`config.mk`:
```
export PLATFORM = sky130hd
export DESIGN_NAME = otp_rdport
export DESIGN_NICKNAME = d
export VERILOG_FILES = /design/src/rtl/otp_pkg.sv /design/src/rtl/otp_hold_timer.sv /design/src/rtl/otp_mode_dec.sv /design/src/rtl/otp_cell_array.sv /design/src/rtl/otp_rdport.sv
export SDC_FILE = /design/constraint.sdc
export NUM_CORES = 2
export LEC_CHECK = 0
export BUFFER_PORTS_ARGS = -buffer_cell sky130_fd_sc_hd__buf_2
export CORE_ASPECT_RATIO = 1.1
export CORE_MARGIN = 1.5
export CORE_UTILIZATION = 30
export CTS_BUF_LIST = sky130_fd_sc_hd__clkbuf_4
export DETAILED_ROUTE_END_ITERATION = 10
export HOLD_SLACK_MARGIN = 0.06
export PLACE_DENSITY = 0.56
export SLEW_MARGIN = 5
export SYNTH_ARGS = -nofsm -noshare
export SYNTH_HDL_FRONTEND = slang
export SYNTH_SLANG_ARGS = --single-unit
```
`constraint.sdc`:
```
create_clock -name clk -period 9.9 [get_ports clk]
set_input_delay 1.98 -clock clk [delete_from_list [all_inputs] [get_ports clk]]
set_output_delay 1.98 -clock clk [all_outputs]
set_load 0.01 [all_outputs]
```
`src/rtl/otp_pkg.sv`:
```
package otp_pkg;

   typedef enum logic [2:0] {
      MD_STANDBY = 3'd0,
      MD_READ    = 3'd1,
      MD_OUTDIS  = 3'd2,
      MD_IDENT   = 3'd3,
      MD_PROG    = 3'd4,
      MD_INHIBIT = 3'd5
   } otp_mode_e;

endpackage

```
`src/rtl/otp_hold_timer.sv`:
```
// Counts consecutive edges on which a condition has held, saturating at LIMIT.
module otp_hold_timer #(
   parameter int LIMIT = 4
) (
   input  logic clk,
   input  logic rst_n,
   input  logic hold,
   input  logic restart,
   output logic done
);
   localparam int CW = $clog2(LIMIT + 2);

   logic [CW-1:0] cnt;

   always_ff @(posedge clk or negedge rst_n) begin
      if (!rst_n)                cnt <= '0;
      else if (!hold)            cnt <= '0;
      else if (restart)          cnt <= CW'(1);
      else if (cnt < CW'(LIMIT)) cnt <= cnt + CW'(1);
   end

   assign done = (cnt >= CW'(LIMIT));

   // a dropped condition clears the wait on the next edge
   a_r4_drop_clears: assert property (@(posedge clk) disable iff (!rst_n)
      (!hold && LIMIT > 0) |=> !done);

endmodule

```
`src/rtl/otp_mode_dec.sv`:
```
module otp_mode_dec
   import otp_pkg::*;
(
   input  logic      ce_n,
   input  logic      oe_n,
   input  logic      id_hv,
   input  logic      vpp_on,
   output otp_mode_e mode
);
   always_comb begin
      if (vpp_on)     mode = ce_n ? MD_INHIBIT : MD_PROG;
      else if (ce_n)  mode = MD_STANDBY;
      else if (oe_n)  mode = MD_OUTDIS;
      else if (id_hv) mode = MD_IDENT;
      else            mode = MD_READ;
   end
endmodule

```
`src/rtl/otp_cell_array.sv`:
```
// Storage that starts erased (all ones); writes may only clear bits.
module otp_cell_array #(
   parameter int AW = 8,
   parameter int DW = 8
) (
   input  logic          clk,
   input  logic          rst_n,
   input  logic          wr_en,
   input  logic [AW-1:0] idx,
   input  logic [DW-1:0] wr_data,
   output logic [DW-1:0] rd_data
);
   localparam int DEPTH = 1 << AW;

   logic [DW-1:0] cells [DEPTH];

   always_ff @(posedge clk or negedge rst_n) begin
      if (!rst_n) begin
         for (int i = 0; i < DEPTH; i++) cells[i] <= '1;
      end else if (wr_en) begin
         cells[idx] <= cells[idx] & wr_data;
      end
   end

   assign rd_data = cells[idx];

   // a programming write never raises a bit of the cell it touches
   a_r8_no_bit_set: assert property (@(posedge clk) disable iff (!rst_n)
      wr_en |=> ((cells[$past(idx)] & ~$past(rd_data)) == '0));

endmodule

```
`src/rtl/otp_rdport.sv`:
```
module otp_rdport
   import otp_pkg::*;
#(
   parameter int          ADDR_W   = 16,
   parameter int          DATA_W   = 8,
   parameter int          STORE_W  = 8,
   parameter int          ACC_CYC  = 4,
   parameter int          CE_CYC   = 4,
   parameter int          OE_CYC   = 2,
   parameter int          DF_CYC   = 2,
   parameter logic [7:0]  MFR_CODE = 8'h1E,
   parameter logic [7:0]  DEV_CODE = 8'h0D
) (
   input  logic              clk,
   input  logic              rst_n,
   input  logic [ADDR_W-1:0] addr,
   input  logic              ce_n,
   input  logic              oe_n,
   input  logic              id_hv,
   input  logic              vpp_on,
   input  logic [DATA_W-1:0] prog_data,
   output logic [DATA_W-1:0] dout,
   output logic              dout_oe,
   output logic              dout_vld,
   output logic [2:0]        mode
);
   localparam int DFW = $clog2(DF_CYC + 2);

   generate
      if (STORE_W < 1 || STORE_W > ADDR_W) begin : g_bad_store
         $error("STORE_W must lie between 1 and ADDR_W");
      end
      if (DATA_W < 8) begin : g_bad_data
         $error("DATA_W must hold the identifier bytes");
      end
      if (ACC_CYC < 0 || CE_CYC < 0 || OE_CYC < 0 || DF_CYC < 0) begin : g_bad_delay
         $error("delay counts must not be negative");
      end
   endgenerate

   // sampled controls
   logic [ADDR_W-1:0] addr_q;
   logic [DATA_W-1:0] din_q;
   logic              hv_q, ce_q, oe_q, vpp_q;

   always_ff @(posedge clk or negedge rst_n) begin
      if (!rst_n) begin
         addr_q <= '0;
         din_q  <= '1;
         hv_q   <= 1'b0;
         ce_q   <= 1'b1;
         oe_q   <= 1'b1;
         vpp_q  <= 1'b0;
      end else begin
         addr_q <= addr;
         din_q  <= prog_data;
         hv_q   <= id_hv;
         ce_q   <= ce_n;
         oe_q   <= oe_n;
         vpp_q  <= vpp_on;
      end
   end

   // three independent wait paths
   logic addr_chg, acc_done, ce_done, oe_done;
   assign addr_chg = ({id_hv, addr} != {hv_q, addr_q});

   otp_hold_timer #(.LIMIT(ACC_CYC)) u_acc_tmr (
      .clk(clk), .rst_n(rst_n), .hold(1'b1), .restart(addr_chg), .done(acc_done));
   otp_hold_timer #(.LIMIT(CE_CYC)) u_ce_tmr (
      .clk(clk), .rst_n(rst_n), .hold(!ce_n), .restart(1'b0), .done(ce_done));
   otp_hold_timer #(.LIMIT(OE_CYC)) u_oe_tmr (
      .clk(clk), .rst_n(rst_n), .hold(!oe_n), .restart(1'b0), .done(oe_done));

   // mode decode on sampled controls
   otp_mode_e md;
   otp_mode_dec u_dec (
      .ce_n(ce_q), .oe_n(oe_q), .id_hv(hv_q), .vpp_on(vpp_q), .mode(md));
   assign mode = md;

   logic en_mode;
   assign en_mode = (md == MD_READ) || (md == MD_IDENT);

   // storage
   logic [DATA_W-1:0] cell_rd;
   otp_cell_array #(.AW(STORE_W), .DW(DATA_W)) u_cells (
      .clk(clk), .rst_n(rst_n), .wr_en(md == MD_PROG),
      .idx(addr_q[STORE_W-1:0]), .wr_data(din_q), .rd_data(cell_rd));

   logic [DATA_W-1:0] id_byte, sel_byte;
   assign id_byte  = addr_q[0] ? DATA_W'(DEV_CODE) : DATA_W'(MFR_CODE);
   assign sel_byte = (md == MD_IDENT) ? id_byte : cell_rd;

   assign dout_vld = en_mode && acc_done && ce_done && oe_done;
   assign dout     = dout_vld ? sel_byte : '0;

   // float delay variant
   logic float_on;
   generate
      if (DF_CYC == 0) begin : g_nofloat
         assign float_on = 1'b0;
      end else begin : g_float
         logic [DFW-1:0] df_cnt;
         always_ff @(posedge clk or negedge rst_n) begin
            if (!rst_n)             df_cnt <= '0;
            else if (en_mode)       df_cnt <= DFW'(DF_CYC);
            else if (df_cnt != '0)  df_cnt <= df_cnt - DFW'(1);
         end
         assign float_on = (df_cnt != '0);
      end
   endgenerate

   assign dout_oe = en_mode || float_on;

   // supply flag blocks the read path
   a_r10_no_read_under_vpp: assert property (@(posedge clk) disable iff (!rst_n)
      vpp_q |-> !dout_vld);
   // valid data is always driven
   a_r6_valid_driven: assert property (@(posedge clk) disable iff (!rst_n)
      dout_vld |-> dout_oe);
   // bus still driven in the first cycle after leaving read modes
   a_r6_float_window: assert property (@(posedge clk) disable iff (!rst_n)
      ($past(en_mode) && !en_mode && DF_CYC > 0) |-> dout_oe);
   // data stays stable while it remains valid
   a_r5_stable_data: assert property (@(posedge clk) disable iff (!rst_n)
      (dout_vld && $past(dout_vld)) |-> $stable(dout));

endmodule

```
==> impl_metrics.json <==
{
  "share_of_post_route_cells_with_drive_strength_above_1_pct": 52.41,
  "synth_edf_count": 0,
  "die_area_sq_mm": 0.3187,
  "synthCells": 7662,
  "gpl.final_weighted_congestion": 0.8754,
  "clock_skew_after_layout_ns": 0.1218,
  "r2r_endpoint": "u_cells.cells[428]",
  "fmax_mhz": 116.9,
  "io_buffers": 42,
  "ys_warn_count": 0,
  "worst-endpoint-required_ns": 7.92,
  "clock-sinks": 2086,
  "tritoncts.num_buffers": 532,
  "worstHoldEndpoint": "u_cells.cells[294]",
  "timing.final.max_slew_violations": 0,
  "register_to_register_path_depth": 10,
  "pin_slew_with_the_least_headroom_to_its_limit_ns": 1.489,
  "wire_length_of_the_first_global_routing_pass_microns": 425000,
  "clk_pin_slew_ns": 0.06,
  "route.final.wire_length_microns": 281600,
  "floorplan.die.height_microns": 592.0,
  "grt_setup_unrepaired": "no",
  "synthFlopType": "sky130_fd_sc_hd__dfstp_2",
  "violations": "max-capacitance violations",
  "synth.lib_cells_used.distinct": 66,
  "critical_path_at_ns": 6.58,
  "worst_hold_startpoint": "u_cells.cells[294]",
  "period_minus_slack_ns": 8.558,
  "ff2ff_setup_slack_ns": 3.50,
  "initial_utilization_pct": 30.10,
  "critical_path_class": "register to output port",
  "final_nets": 7810,
  "r2r_start": "addr_q[1]",
  "chipWidth_microns": 538.4,
  "routed_via_density": 5.109,
  "ctsResizeCount": 0,
  "setup_viol": 0,
  "final_min_period_over_clock_period_pct": 86.44,
  "synth.net_count": 7696,
  "grt_pass1_vias": 65890,
  "clock_tree.root_cell": "sky130_fd_sc_hd__clkbuf_4",
  "cap_viol_max_count": 1,
  "tritoncts_clock_tree": "built",
  "number_of_antenna_violations_at_the_first_check_in_global_routing": 13,
  "clock_tree.buffer_depth": 4,
  "setup.worst_path.start_class": "register",
  "grt_max_degree": 180,
  "placedCellCount": 11380,
  "first_pass_iters": 6,
  "async_flop_share_pct": 100.0,
  "num_vias": 62710,
  "std_cell_rows": 216,
  "irDropWorstVdd_v": 0.00007331,
  "power-per-cell-area_mw_per_mm2": 161.5,
  "setup_crit_end_kind": "output port",
  "remaining_drc_errors": 0,
  "track_usage_pct": 17.44,
  "post-dp-hpwl_microns": 180100,
  "hold_path_depth": 2,
  "timing.final.hold_violations": 0,
  "cts.repair_timing.setup_buffer_count": 0,
  "worstPathMaxFanout": 55,
  "fin_tns_setup_ns": 0,
  "status": "complete, but fails checks",
  "synth_sequential_area_ratio_pct": 57.90,
  "clock_tree.htree_level_count": 6,
  "synth.cell_area_sq_mm": 0.09460,
  "clock_latency_ns": 1.31,
  "core-area_sq_mm": 0.3143,
  "static-leakage-power_nw": 38.81,
  "antenna_violating_nets_post_route": 0,
  "worst_rel_slew_slack_pct": 0.6298,
  "design.portCount": 43,
  "area_delta_synth_final_pct": 11.18,
  "grt_remaining_overflow": 0,
  "final-instance-count-excl-fill": 12270,
  "hold_class": "register to register",
  "synth_area_per_cell_sq_um": 12.35,
  "detail_route.iter0.violations": 4264,
  "routedWlPerCell_microns": 22.94,
  "holdBufCountCts": 0,
  "synthesis_stage_register_bit_count": 2086
}
==> cells in the final DEF, fill, tap and decap left out, drive strengths merged, types with 12 or more instances in the layout <==
cell / instances
mux4: 392
mux2: 780
mux2i: 275
nor2: 64
clkinv: 88
dfstp: 2058
diode: 16
nand4: 17
buf: 175
a22o: 24
a31oi: 15
nor3: 23
nand2: 1606
xnor2: 14
inv: 34
o21ai: 1327
clkbuf: 749
nor2b: 12
and2: 13
a21oi: 33
o2111ai: 13
nand3: 71
a221oi: 33
dfrtp: 28
a22oi: 128
==> metal layers <==
| metal | vias to the layer above | track usage [%] | share of wire (%) |
|---|---|---|---|
| li1 | 27820 | - | - |
| met1 | 32400 | 20.63 | 39 |
| met2 | 1886 | 29.94 | 50 |
| met3 | 606 | 2.941 | 5.1 |
| met4 | 4 | 10.07 | 5.7 |
| met5 | - | 0.01476 | 0.0089 |
==> metrics by stage <==
stage / hold WS (ns) / utilization (%) / total power, mW / setup WS, ns / area, sq um
finish: 0.4749 / 33.46 / 16.99 / 1.342 / 105200
CTS: 0.4791 / 33.45 / 17.25 / 1.429 / 105100
detailed placement: 0.4701 / 31.42 / 9.864 / 2.807 / 98740
global placement: 0.4583 / 31.42 / 9.835 / 2.667 / 98740
floorplan: 0.4433 / - / 9.387 / 4.789 / 94600
global route: 0.4898 / 33.46 / 17.74 / 1.265 / 105200
==> worst max-delay path: stages, from the launching register on <==
cell                        delay, ns
sky130_fd_sc_hd__dfrtp_4         0.98
sky130_fd_sc_hd__buf_4           0.84
sky130_fd_sc_hd__mux4_2          0.42
sky130_fd_sc_hd__a32o_1          0.27
sky130_fd_sc_hd__a221oi_1        0.54
sky130_fd_sc_hd__o2111ai_1       0.90
sky130_fd_sc_hd__o21ai_0         0.97
sky130_fd_sc_hd__a21oi_1         0.15
sky130_fd_sc_hd__buf_2           0.18
==> cells by family after synthesis <==
family / count (synthesis) / synth area share (%)
flip-flops: 2086 / 57.90
AND/OR/NAND/NOR: 1854 / 7.793
AO/OA/AOI/OAI: 1644 / 9.618
multiplexers: 1447 / 21.53
buffers and inverters: 606 / 2.916
XOR/XNOR: 21 / 0.1944
adder cells (fa/ha/maj): 4 / 0.05291
==> sequential cells by signal, summed over array words and instances, names as in the netlist, 2 cells and up <==
name            cells
u_ce_tmr.cnt        3
u_oe_tmr.cnt        2
din_q               8
u_cells.cells    2048
addr_q             16
g_float.df_cnt      2
u_acc_tmr.cnt       3
==> synthesized netlist by cell type (all sizes together) (4+ instances only) <==
cell | number | area (sq um)
dfrtp | 28 | 700.7
a31oi | 15 | 93.84
o22a | 8 | 70.07
a221o | 6 | 60.06
mux4 | 392 | 8828
o211ai | 9 | 67.56
mux2 | 780 | 8783
clkbuf | 371 | 1393
a221oi | 33 | 289.0
nor3 | 23 | 130.1
mux2i | 275 | 2753
nor2b | 12 | 75.07
and2 | 13 | 81.33
inv | 10 | 37.54
a41oi | 9 | 78.83
nand2b | 7 | 43.79
xnor2 | 14 | 122.6
ha | 4 | 50.05
a22o | 24 | 210.2
a2111oi | 6 | 52.55
dfstp | 2058 | 54070
o21ai | 1327 | 6641
a22oi | 128 | 960.9
nor2 | 64 | 240.2
a21oi | 33 | 165.2
nand2 | 1606 | 6028
and3 | 5 | 31.28
o2111ai | 13 | 113.9
o2111a | 4 | 45.04
o22ai | 6 | 37.54
xor2 | 7 | 61.31
and3b | 4 | 35.03
buf | 224 | 1325
nand3 | 71 | 355.3
nor4 | 7 | 50.05
nand4 | 17 | 106.4
or4 | 9 | 67.56
==> layout make-up <==
cell class,instances,area (sq um)
repair buffers,175,1449
inverters,11,42.54
multi-input cells,4970,37280
flip-flops and latches,2086,54790
diodes,16,40.04
clock inverters,125,777.0
well taps,4142,5182
fillers,31150,209100
clock buffers,749,5623
==> where the power goes <==
| group | leakage (nW) | switching (mW) | internal, mW |
|---|---|---|---|
| combinational | 13.4 | 0.673 | 0.264 |
| sequential | 21.6 | 0.0772 | 8.72 |
| clock | 3.86 | 3.51 | 3.75 |
==> worst max-delay path by stage <==
stage	startpoint	end	slack (ns)	cells after the start
after floorplan	addr_q[0]	dout[1]	4.79	12
after global placement	addr_q[1]	dout[2]	2.67	8
after detailed placement	addr_q[0]	dout[1]	2.81	9
after CTS	addr_q[0]	dout[1]	1.43	9
after global routing	addr_q[0]	dout[4]	1.26	9
final	addr_q[1]	dout[2]	1.34	8
(Power assumes the default switching activity.)
